$ cat src/rtl/dme_pkg.sv
package dme_pkg;
    typedef enum logic [1:0] {
        ST_IDLE  = 2'd0,
        ST_CHECK = 2'd1,
        ST_READ  = 2'd2,
        ST_WRITE = 2'd3
    } dme_state_e;

    // bus width codes on mem_size_o
    localparam logic [1:0] SZ_BYTE = 2'd0;
    localparam logic [1:0] SZ_HALF = 2'd1;
    localparam logic [1:0] SZ_WORD = 2'd2;
endpackage

$ cat src/rtl/dme_cmd_decode.sv
module dme_cmd_decode #(
    parameter int ADDR_W    = 32,
    parameter int BURST_LEN = 4,
    localparam int BW       = $clog2(BURST_LEN + 1)
) (
    input  logic [1:0]        width_code_i,
    input  logic [1:0]        src_step_code_i,
    input  logic [1:0]        dst_step_code_i,
    input  logic              burst_en_i,
    output logic [1:0]        size_o,
    output logic [ADDR_W-1:0] src_step_o,
    output logic [ADDR_W-1:0] dst_step_o,
    output logic [BW-1:0]     burst_len_o
);
    import dme_pkg::*;

    logic [ADDR_W-1:0] bytes;

    always_comb begin
        case (width_code_i)
            2'd0:    begin size_o = SZ_WORD; bytes = ADDR_W'(4); end
            2'd1:    begin size_o = SZ_HALF; bytes = ADDR_W'(2); end
            default: begin size_o = SZ_BYTE; bytes = ADDR_W'(1); end
        endcase
    end

    function automatic logic [ADDR_W-1:0] step_of(input logic [1:0] code,
                                                  input logic [ADDR_W-1:0] b);
        case (code)
            2'd0:    step_of = '0;
            2'd1:    step_of = b;
            2'd2:    step_of = b << 1;
            default: step_of = b << 2;
        endcase
    endfunction

    assign src_step_o  = step_of(src_step_code_i, bytes);
    assign dst_step_o  = step_of(dst_step_code_i, bytes);
    assign burst_len_o = burst_en_i ? BW'(BURST_LEN) : BW'(1);
endmodule

$ cat src/rtl/dme_handshake.sv
module dme_handshake #(
    parameter int HS_ID_W  = 4,
    localparam int LINES   = 1 << HS_ID_W
) (
    input  logic               clk,
    input  logic               rst_n,
    input  logic [LINES-1:0]   req_i,
    input  logic [HS_ID_W-1:0] src_id_i,
    input  logic [HS_ID_W-1:0] dst_id_i,
    input  logic               set_src_i,
    input  logic               set_dst_i,
    output logic               ok_o,
    output logic [LINES-1:0]   ack_o
);
    logic src_ok, dst_ok;

    assign src_ok = (src_id_i == '0) || req_i[src_id_i];
    assign dst_ok = (dst_id_i == '0) || req_i[dst_id_i];
    assign ok_o   = src_ok && dst_ok;

    assign ack_o[0] = 1'b0;

    for (genvar i = 1; i < LINES; i++) begin : g_line
        logic ack_d, ack_q;
        always_comb begin
            ack_d = ack_q;
            if ((set_src_i && src_id_i == HS_ID_W'(i)) ||
                (set_dst_i && dst_id_i == HS_ID_W'(i)))
                ack_d = 1'b1;
            if (!req_i[i])
                ack_d = 1'b0;
        end
        always_ff @(posedge clk or negedge rst_n) begin
            if (!rst_n) ack_q <= 1'b0;
            else        ack_q <= ack_d;
        end
        assign ack_o[i] = ack_q;
    end
endmodule

$ cat src/rtl/dme_burst_buf.sv
module dme_burst_buf #(
    parameter int DATA_W   = 32,
    parameter int DEPTH    = 4,
    localparam int IDX_W   = (DEPTH > 1) ? $clog2(DEPTH) : 1
) (
    input  logic              clk,
    input  logic              rst_n,
    input  logic              wr_en_i,
    input  logic [IDX_W-1:0]  wr_idx_i,
    input  logic [DATA_W-1:0] wr_data_i,
    input  logic [IDX_W-1:0]  rd_idx_i,
    output logic [DATA_W-1:0] rd_data_o
);
    logic [DATA_W-1:0] entry [DEPTH];

    for (genvar i = 0; i < DEPTH; i++) begin : g_entry
        logic [DATA_W-1:0] ent_d, ent_q;
        always_comb begin
            ent_d = ent_q;
            if (wr_en_i && wr_idx_i == IDX_W'(i))
                ent_d = wr_data_i;
        end
        always_ff @(posedge clk or negedge rst_n) begin
            if (!rst_n) ent_q <= '0;
            else        ent_q <= ent_d;
        end
        assign entry[i] = ent_q;
    end

    assign rd_data_o = entry[rd_idx_i];
endmodule

$ cat src/rtl/dme_xfer_engine.sv
module dme_xfer_engine #(
    parameter int ADDR_W    = 32,
    parameter int DATA_W    = 32,
    parameter int CNT_W     = 24,
    parameter int BURST_LEN = 4,
    parameter int HS_ID_W   = 4,
    localparam int LINES    = 1 << HS_ID_W,
    localparam int BW       = $clog2(BURST_LEN + 1),
    localparam int IDX_W    = (BURST_LEN > 1) ? $clog2(BURST_LEN) : 1
) (
    input  logic              clk,
    input  logic              rst_n,
    input  logic              go_i,
    input  logic [31:0]       cmd_i,
    input  logic [ADDR_W-1:0] src_i,
    input  logic [ADDR_W-1:0] dst_i,
    input  logic [CNT_W-1:0]  cnt_i,
    output logic              busy_o,
    output logic              ret_valid_o,
    output logic [31:0]       ret_cmd_o,
    output logic [ADDR_W-1:0] ret_src_o,
    output logic [ADDR_W-1:0] ret_dst_o,
    output logic [CNT_W-1:0]  ret_cnt_o,
    output logic              mem_req_o,
    output logic              mem_we_o,
    output logic [ADDR_W-1:0] mem_addr_o,
    output logic [1:0]        mem_size_o,
    output logic [DATA_W-1:0] mem_wdata_o,
    input  logic [DATA_W-1:0] mem_rdata_i,
    input  logic              mem_ready_i,
    input  logic [LINES-1:0]  hs_req_i,
    output logic [LINES-1:0]  hs_ack_o
);
    import dme_pkg::*;

    // command field positions
    localparam int B_START  = 0;
    localparam int B_FIN    = 1;
    localparam int B_FIN_EN = 2;
    localparam int B_BURST  = 3;

    typedef struct packed {
        dme_state_e        st;
        logic [31:0]       cmd;
        logic [ADDR_W-1:0] src;
        logic [ADDR_W-1:0] dst;
        logic [CNT_W-1:0]  cnt;
        logic [BW-1:0]     beat;
        logic [BW-1:0]     nbeats;
        logic              ret;
    } eng_t;

    eng_t q, d;

    logic [1:0]        size;
    logic [ADDR_W-1:0] src_step, dst_step;
    logic [BW-1:0]     burst_len;
    logic              hs_ok, set_src, set_dst, buf_we;
    logic              last_beat;

    dme_cmd_decode #(.ADDR_W(ADDR_W), .BURST_LEN(BURST_LEN)) u_dec (
        .width_code_i   (q.cmd[21:20]),
        .src_step_code_i(q.cmd[9:8]),
        .dst_step_code_i(q.cmd[13:12]),
        .burst_en_i     (q.cmd[B_BURST]),
        .size_o         (size),
        .src_step_o     (src_step),
        .dst_step_o     (dst_step),
        .burst_len_o    (burst_len)
    );

    dme_handshake #(.HS_ID_W(HS_ID_W)) u_hs (
        .clk      (clk),
        .rst_n    (rst_n),
        .req_i    (hs_req_i),
        .src_id_i (q.cmd[24 +: HS_ID_W]),
        .dst_id_i (q.cmd[16 +: HS_ID_W]),
        .set_src_i(set_src),
        .set_dst_i(set_dst),
        .ok_o     (hs_ok),
        .ack_o    (hs_ack_o)
    );

    dme_burst_buf #(.DATA_W(DATA_W), .DEPTH(BURST_LEN)) u_buf (
        .clk      (clk),
        .rst_n    (rst_n),
        .wr_en_i  (buf_we),
        .wr_idx_i (q.beat[IDX_W-1:0]),
        .wr_data_i(mem_rdata_i),
        .rd_idx_i (q.beat[IDX_W-1:0]),
        .rd_data_o(mem_wdata_o)
    );

    assign last_beat = (q.beat == q.nbeats - BW'(1));

    always_comb begin
        d       = q;
        d.ret   = 1'b0;
        buf_we  = 1'b0;
        set_src = 1'b0;
        set_dst = 1'b0;
        case (q.st)
            ST_IDLE: begin
                if (go_i) begin
                    d.cmd = cmd_i;
                    d.src = src_i;
                    d.dst = dst_i;
                    d.cnt = cnt_i;
                    d.st  = ST_CHECK;
                end
            end
            ST_CHECK: begin
                if (q.cnt == '0) begin
                    d.cmd[B_START] = 1'b0;
                    if (q.cmd[B_FIN_EN]) d.cmd[B_FIN] = 1'b1;
                    d.ret = 1'b1;
                    d.st  = ST_IDLE;
                end else if (!hs_ok) begin
                    d.ret = 1'b1;
                    d.st  = ST_IDLE;
                end else begin
                    d.nbeats = (q.cnt < CNT_W'(burst_len)) ? BW'(q.cnt) : burst_len;
                    d.beat   = '0;
                    d.st     = ST_READ;
                end
            end
            ST_READ: begin
                if (mem_ready_i) begin
                    buf_we = 1'b1;
                    d.src  = q.src + src_step;
                    if (last_beat) begin
                        d.beat  = '0;
                        d.st    = ST_WRITE;
                        set_src = 1'b1;
                    end else begin
                        d.beat = q.beat + BW'(1);
                    end
                end
            end
            default: begin
                if (mem_ready_i) begin
                    d.dst = q.dst + dst_step;
                    if (last_beat) begin
                        d.cnt   = q.cnt - CNT_W'(q.nbeats);
                        d.beat  = '0;
                        d.st    = ST_CHECK;
                        set_dst = 1'b1;
                    end else begin
                        d.beat = q.beat + BW'(1);
                    end
                end
            end
        endcase
    end

    always_ff @(posedge clk or negedge rst_n) begin
        if (!rst_n) begin
            q        <= '0;
            q.st     <= ST_IDLE;
        end else begin
            q <= d;
        end
    end

    assign busy_o      = (q.st != ST_IDLE);
    assign ret_valid_o = q.ret;
    assign ret_cmd_o   = q.cmd;
    assign ret_src_o   = q.src;
    assign ret_dst_o   = q.dst;
    assign ret_cnt_o   = q.cnt;
    assign mem_req_o   = (q.st == ST_READ) || (q.st == ST_WRITE);
    assign mem_we_o    = (q.st == ST_WRITE);
    assign mem_addr_o  = (q.st == ST_WRITE) ? q.dst : q.src;
    assign mem_size_o  = size;
endmodule

$ cat config.mk
export PLATFORM = sky130hd
export DESIGN_NAME = dme_xfer_engine
export DESIGN_NICKNAME = d
export VERILOG_FILES = /design/src/rtl/dme_pkg.sv /design/src/rtl/dme_cmd_decode.sv /design/src/rtl/dme_handshake.sv /design/src/rtl/dme_burst_buf.sv /design/src/rtl/dme_xfer_engine.sv
export SDC_FILE = /design/constraint.sdc
export NUM_CORES = 1
export LEC_CHECK = 0
export CORE_UTILIZATION = 51
export DETAILED_ROUTE_END_ITERATION = 7
export GPL_ROUTABILITY_DRIVEN = 0
export GPL_TIMING_DRIVEN = 0
export HOLD_SLACK_MARGIN = 0.05
export PLACE_DENSITY_LB_ADDON = 0.08
export SLEW_MARGIN = 20
export SYNTH_ARGS = -nofsm -noshare
export SYNTH_HDL_FRONTEND = slang
export SYNTH_SLANG_ARGS = --single-unit
export TNS_END_PERCENT = 50
$ cat constraint.sdc
create_clock -name clk -period 3.48 [get_ports clk]
set_input_delay 0.522 -clock clk [delete_from_list [all_inputs] [get_ports clk]]
set_output_delay 0.522 -clock clk [all_outputs]
set_load 0.01 [all_outputs]
==> impl_metrics.json <==
{
  "synth.distinct_cells": 75,
  "met2_wirelength_um": 23900,
  "hp-start": "ret_cmd_o[10]",
  "p_int_uw": 11700,
  "grt_pass1_wl_um": 78000,
  "cts_buffers": 30,
  "swShare_pct": 39.3,
  "cts.clk_slew.worst_paths_ns": 0.06,
  "final_util_pct": 69.2,
  "worstHoldPathType": "flip-flop to flip-flop",
  "min_period_ns": 3.40,
  "overflow": 0,
  "synth-async-reset-ratio_pct": 100,
  "synth_fa_ha_area_share_pct": 2.19,
  "cp-start-kind": "flip-flop",
  "crit_fanout": 10,
  "r2r_slack_ns": 0.15,
  "yosys_warnings": 0,
  "synth.net_count": 1760,
  "initial_core_util_pct": 51.9,
  "grt_pass1_vias": 13733,
  "total_power_uw": 19200,
  "coreArea_um2": 30700,
  "synthToLayoutAreaGrowth_pct": 33.3,
  "avgViaCountPerCell": 5.85,
  "place_area_um2": 20200,
  "yosysTopAreaCell": "dfrtp_1",
  "drtPass1Iterations": 8,
  "cp.required_ns": 2.96,
  "power_density_nw_per_um2": 906,
  "synth_compound_area_share_pct": 12.7,
  "netlist_instances": 1562,
  "dr.first_iter.drc_count": 1181,
  "synth_most_common_cell": "dfrtp_1",
  "hold_viol": 0,
  "min_to": "ret_cmd_o[10]",
  "fp.dieH_um": 179,
  "route.met3.wl_um": 4580,
  "wirelength_um": 50700,
  "yosys-top-cells-area": "dfrtp_1 (43%), mux2_2 (11%), buf_4 (6.4%)",
  "max_cap_viol_count": 0,
  "synth_common_cells": "dfrtp_1 (272), nand2_1 (161), mux2_2 (156)",
  "ys_seq_elements": 272,
  "post_drt_wl_per_cell_um": 21.2,
  "clockPowerShare_pct": 16.0,
  "clock_sinks": 272,
  "insertion_delay_ns": 0.57,
  "synthFlopType": "dfrtp_1",
  "instances_no_fill": 2396,
  "status": "complete, no violations",
  "ir_drop_mv": 0.425,
  "io_buffers": 375,
  "antenna_found_initial": 9,
  "syn_area_um2": 15900,
  "avgSynthCellArea_um2": 10.2,
  "pre_cts_slack_ns": -0.0895,
  "hold_path_depth": 2,
  "max-slew-margin-rel_pct": 43.5,
  "seqPwrFrac_pct": 30.3,
  "power.switching_uw": 7550,
  "rsz0062_at_grt": "no",
  "htreeDepth": 1,
  "cts_root_buffer": "clkbuf_16",
  "seq_area_frac_synth_pct": 42.8,
  "synthSimpleGateAreaFrac_pct": 13.9,
  "drive_gt1_share_pct": 20.8,
  "arrival_ns": 2.87,
  "ant_nets": 0,
  "worstSetupPathType": "flip-flop to output pin",
  "r2r-start": "ret_cmd_o[20]",
  "drc": 0,
  "crit_path_end_kind": "output pin",
  "skew_ns": 0.0117,
  "synth_xor_area_share_pct": 0.605,
  "synth.mux.area_fraction_pct": 18.6,
  "clk_path_buf_depth": 3,
  "core.rowCount": 64,
  "stdcell_area_um2": 21200,
  "worst_slew_pin_slew_ns": 0.848,
  "rr_endpoint": "ret_src_o[27]",
  "fp.dieW_um": 179,
  "synth_top_area_share_pct": 42.8,
  "timing.final.crit_share_pct": 97.6,
  "fmax_ghz": 0.294,
  "rr_worst_depth": 11,
  "synth_edf_count": 0,
  "cts_tree": "done",
  "setup_viol": 0,
  "layout.nets": 2169,
  "wl_met1_um": 20900,
  "grt.total_usage_pct": 31.8,
  "comb_power_share_pct": 53.7,
  "drv_slew": 0,
  "grt_max_degree": 95,
  "top_layer": "met5",
  "hpwl_um": 37700,
  "synth_top_family_by_area": "multiplexers",
  "io_pins": 378,
  "fp.dieArea_um2": 31900,
  "dp.cells": 2335,
  "vias": 14024,
  "setup_slack_ns": 0.0841,
  "p_leak_uw": 0.00915
}
-- layout by cell type (no fill, tap or decap), types with 12 or more instances in the layout --
cell and count:
clkbuf_1 63, o21ai_0 65, nor3_1 30, nor2b_1 14, mux2i_1 34, and2_1 13, a21oi_1 95, nand2_1 161
ha_1 23, dfrtp_1 272, inv_1 26, a211oi_1 12, nor2_1 86, mux4_2 38, o22ai_1 24, clkbuf_16 30
nand4_1 16, clkdlybuf4s50_1 374, buf_4 136, nor4_1 13, nand3_1 39, mux2_2 156, and3_1 19, buf_1 20
-- power groups by stage --
stage / sequential, uW / clock (uW) / combinational [uW]
detailed placement: 5820 / 0 / 10200
floorplan: 5300 / 0 / 6270
CTS: 5780 / 3110 / 10300
global placement: 5750 / 0 / 10000
finish: 5830 / 3070 / 10300
global route: 5990 / 3240 / 11100
-- through the flow --
stage                     hold slack [ns]  TNS [ns]
after floorplan                     0.226         0
after global routing                0.495         0
after CTS                           0.468         0
after global placement              0.462  -2694.23
final                               0.479         0
after detailed placement            0.463   -0.0895
-- critical path: stages (launching register included) --
cell	delay [ns]
dfrtp_1	0.42
ha_1	0.46
buf_1	0.51
mux2_2	0.43
clkdlybuf4s50_1	0.48
-- registers in the layout, indices dropped and copies added, names as in the netlist --
| register | flops |
|---|---|
| ret_valid_o | 1 |
| ret_dst_o | 32 |
| u_hs.g_line.ack_q | 15 |
| ret_cnt_o | 24 |
| q | 8 |
| u_buf.g_entry.ent_q | 128 |
| ret_cmd_o | 32 |
| ret_src_o | 32 |
-- repair_timing --
action,CTS,global route
gates resized for setup,12,12
buffers inserted,0,0
hold endpoints to repair,86,0
hold buffers,1,0
endpoints found under the setup margin,35,39
-- cell families (layout without fill, tap and decap cells) --
logic type,Yosys count,after routing
buffers and inverters,254,685
AOI/OAI and AO/OA,315,315
adders and majority gates,26,26
DFF,272,272
xor gates and xnor gates,11,11
other,1,8
and+or+nand+nor,454,454
muxes,229,229
-- cell type report --
cell class	instances	area, um2
Sequential cell	272	6810
Fill cell	2461	9460
Clock buffer	43	840
Antenna cell	7	17.5
Multi-Input combinational cell	1036	7650
Clock inverter	11	96.3
Timing Repair Buffer	378	3820
Tap cell	396	495
Buffer	225	1380
Inverter	28	105
-- layer usage --
layer	track usage (%)	vias up
met5	0	-
met4	9.78	4
li1	-	6382
met1	43.1	6833
met3	6.45	96
met2	51.4	709
-- how the worst max path moves through the flow --
stage,start,to,cells after the start
global placement,rst_n,u_buf.g_entry[1].ent_q[11],1
detailed placement,ret_cmd_o[20],ret_src_o[27],11
finish,q[127],mem_addr_o[15],4
CTS,q[4],mem_wdata_o[9],4
global route,q[127],mem_req_o,7
floorplan,ret_cmd_o[20],ret_src_o[27],11
No activity file was read; power rests on OpenSTA's default activity.
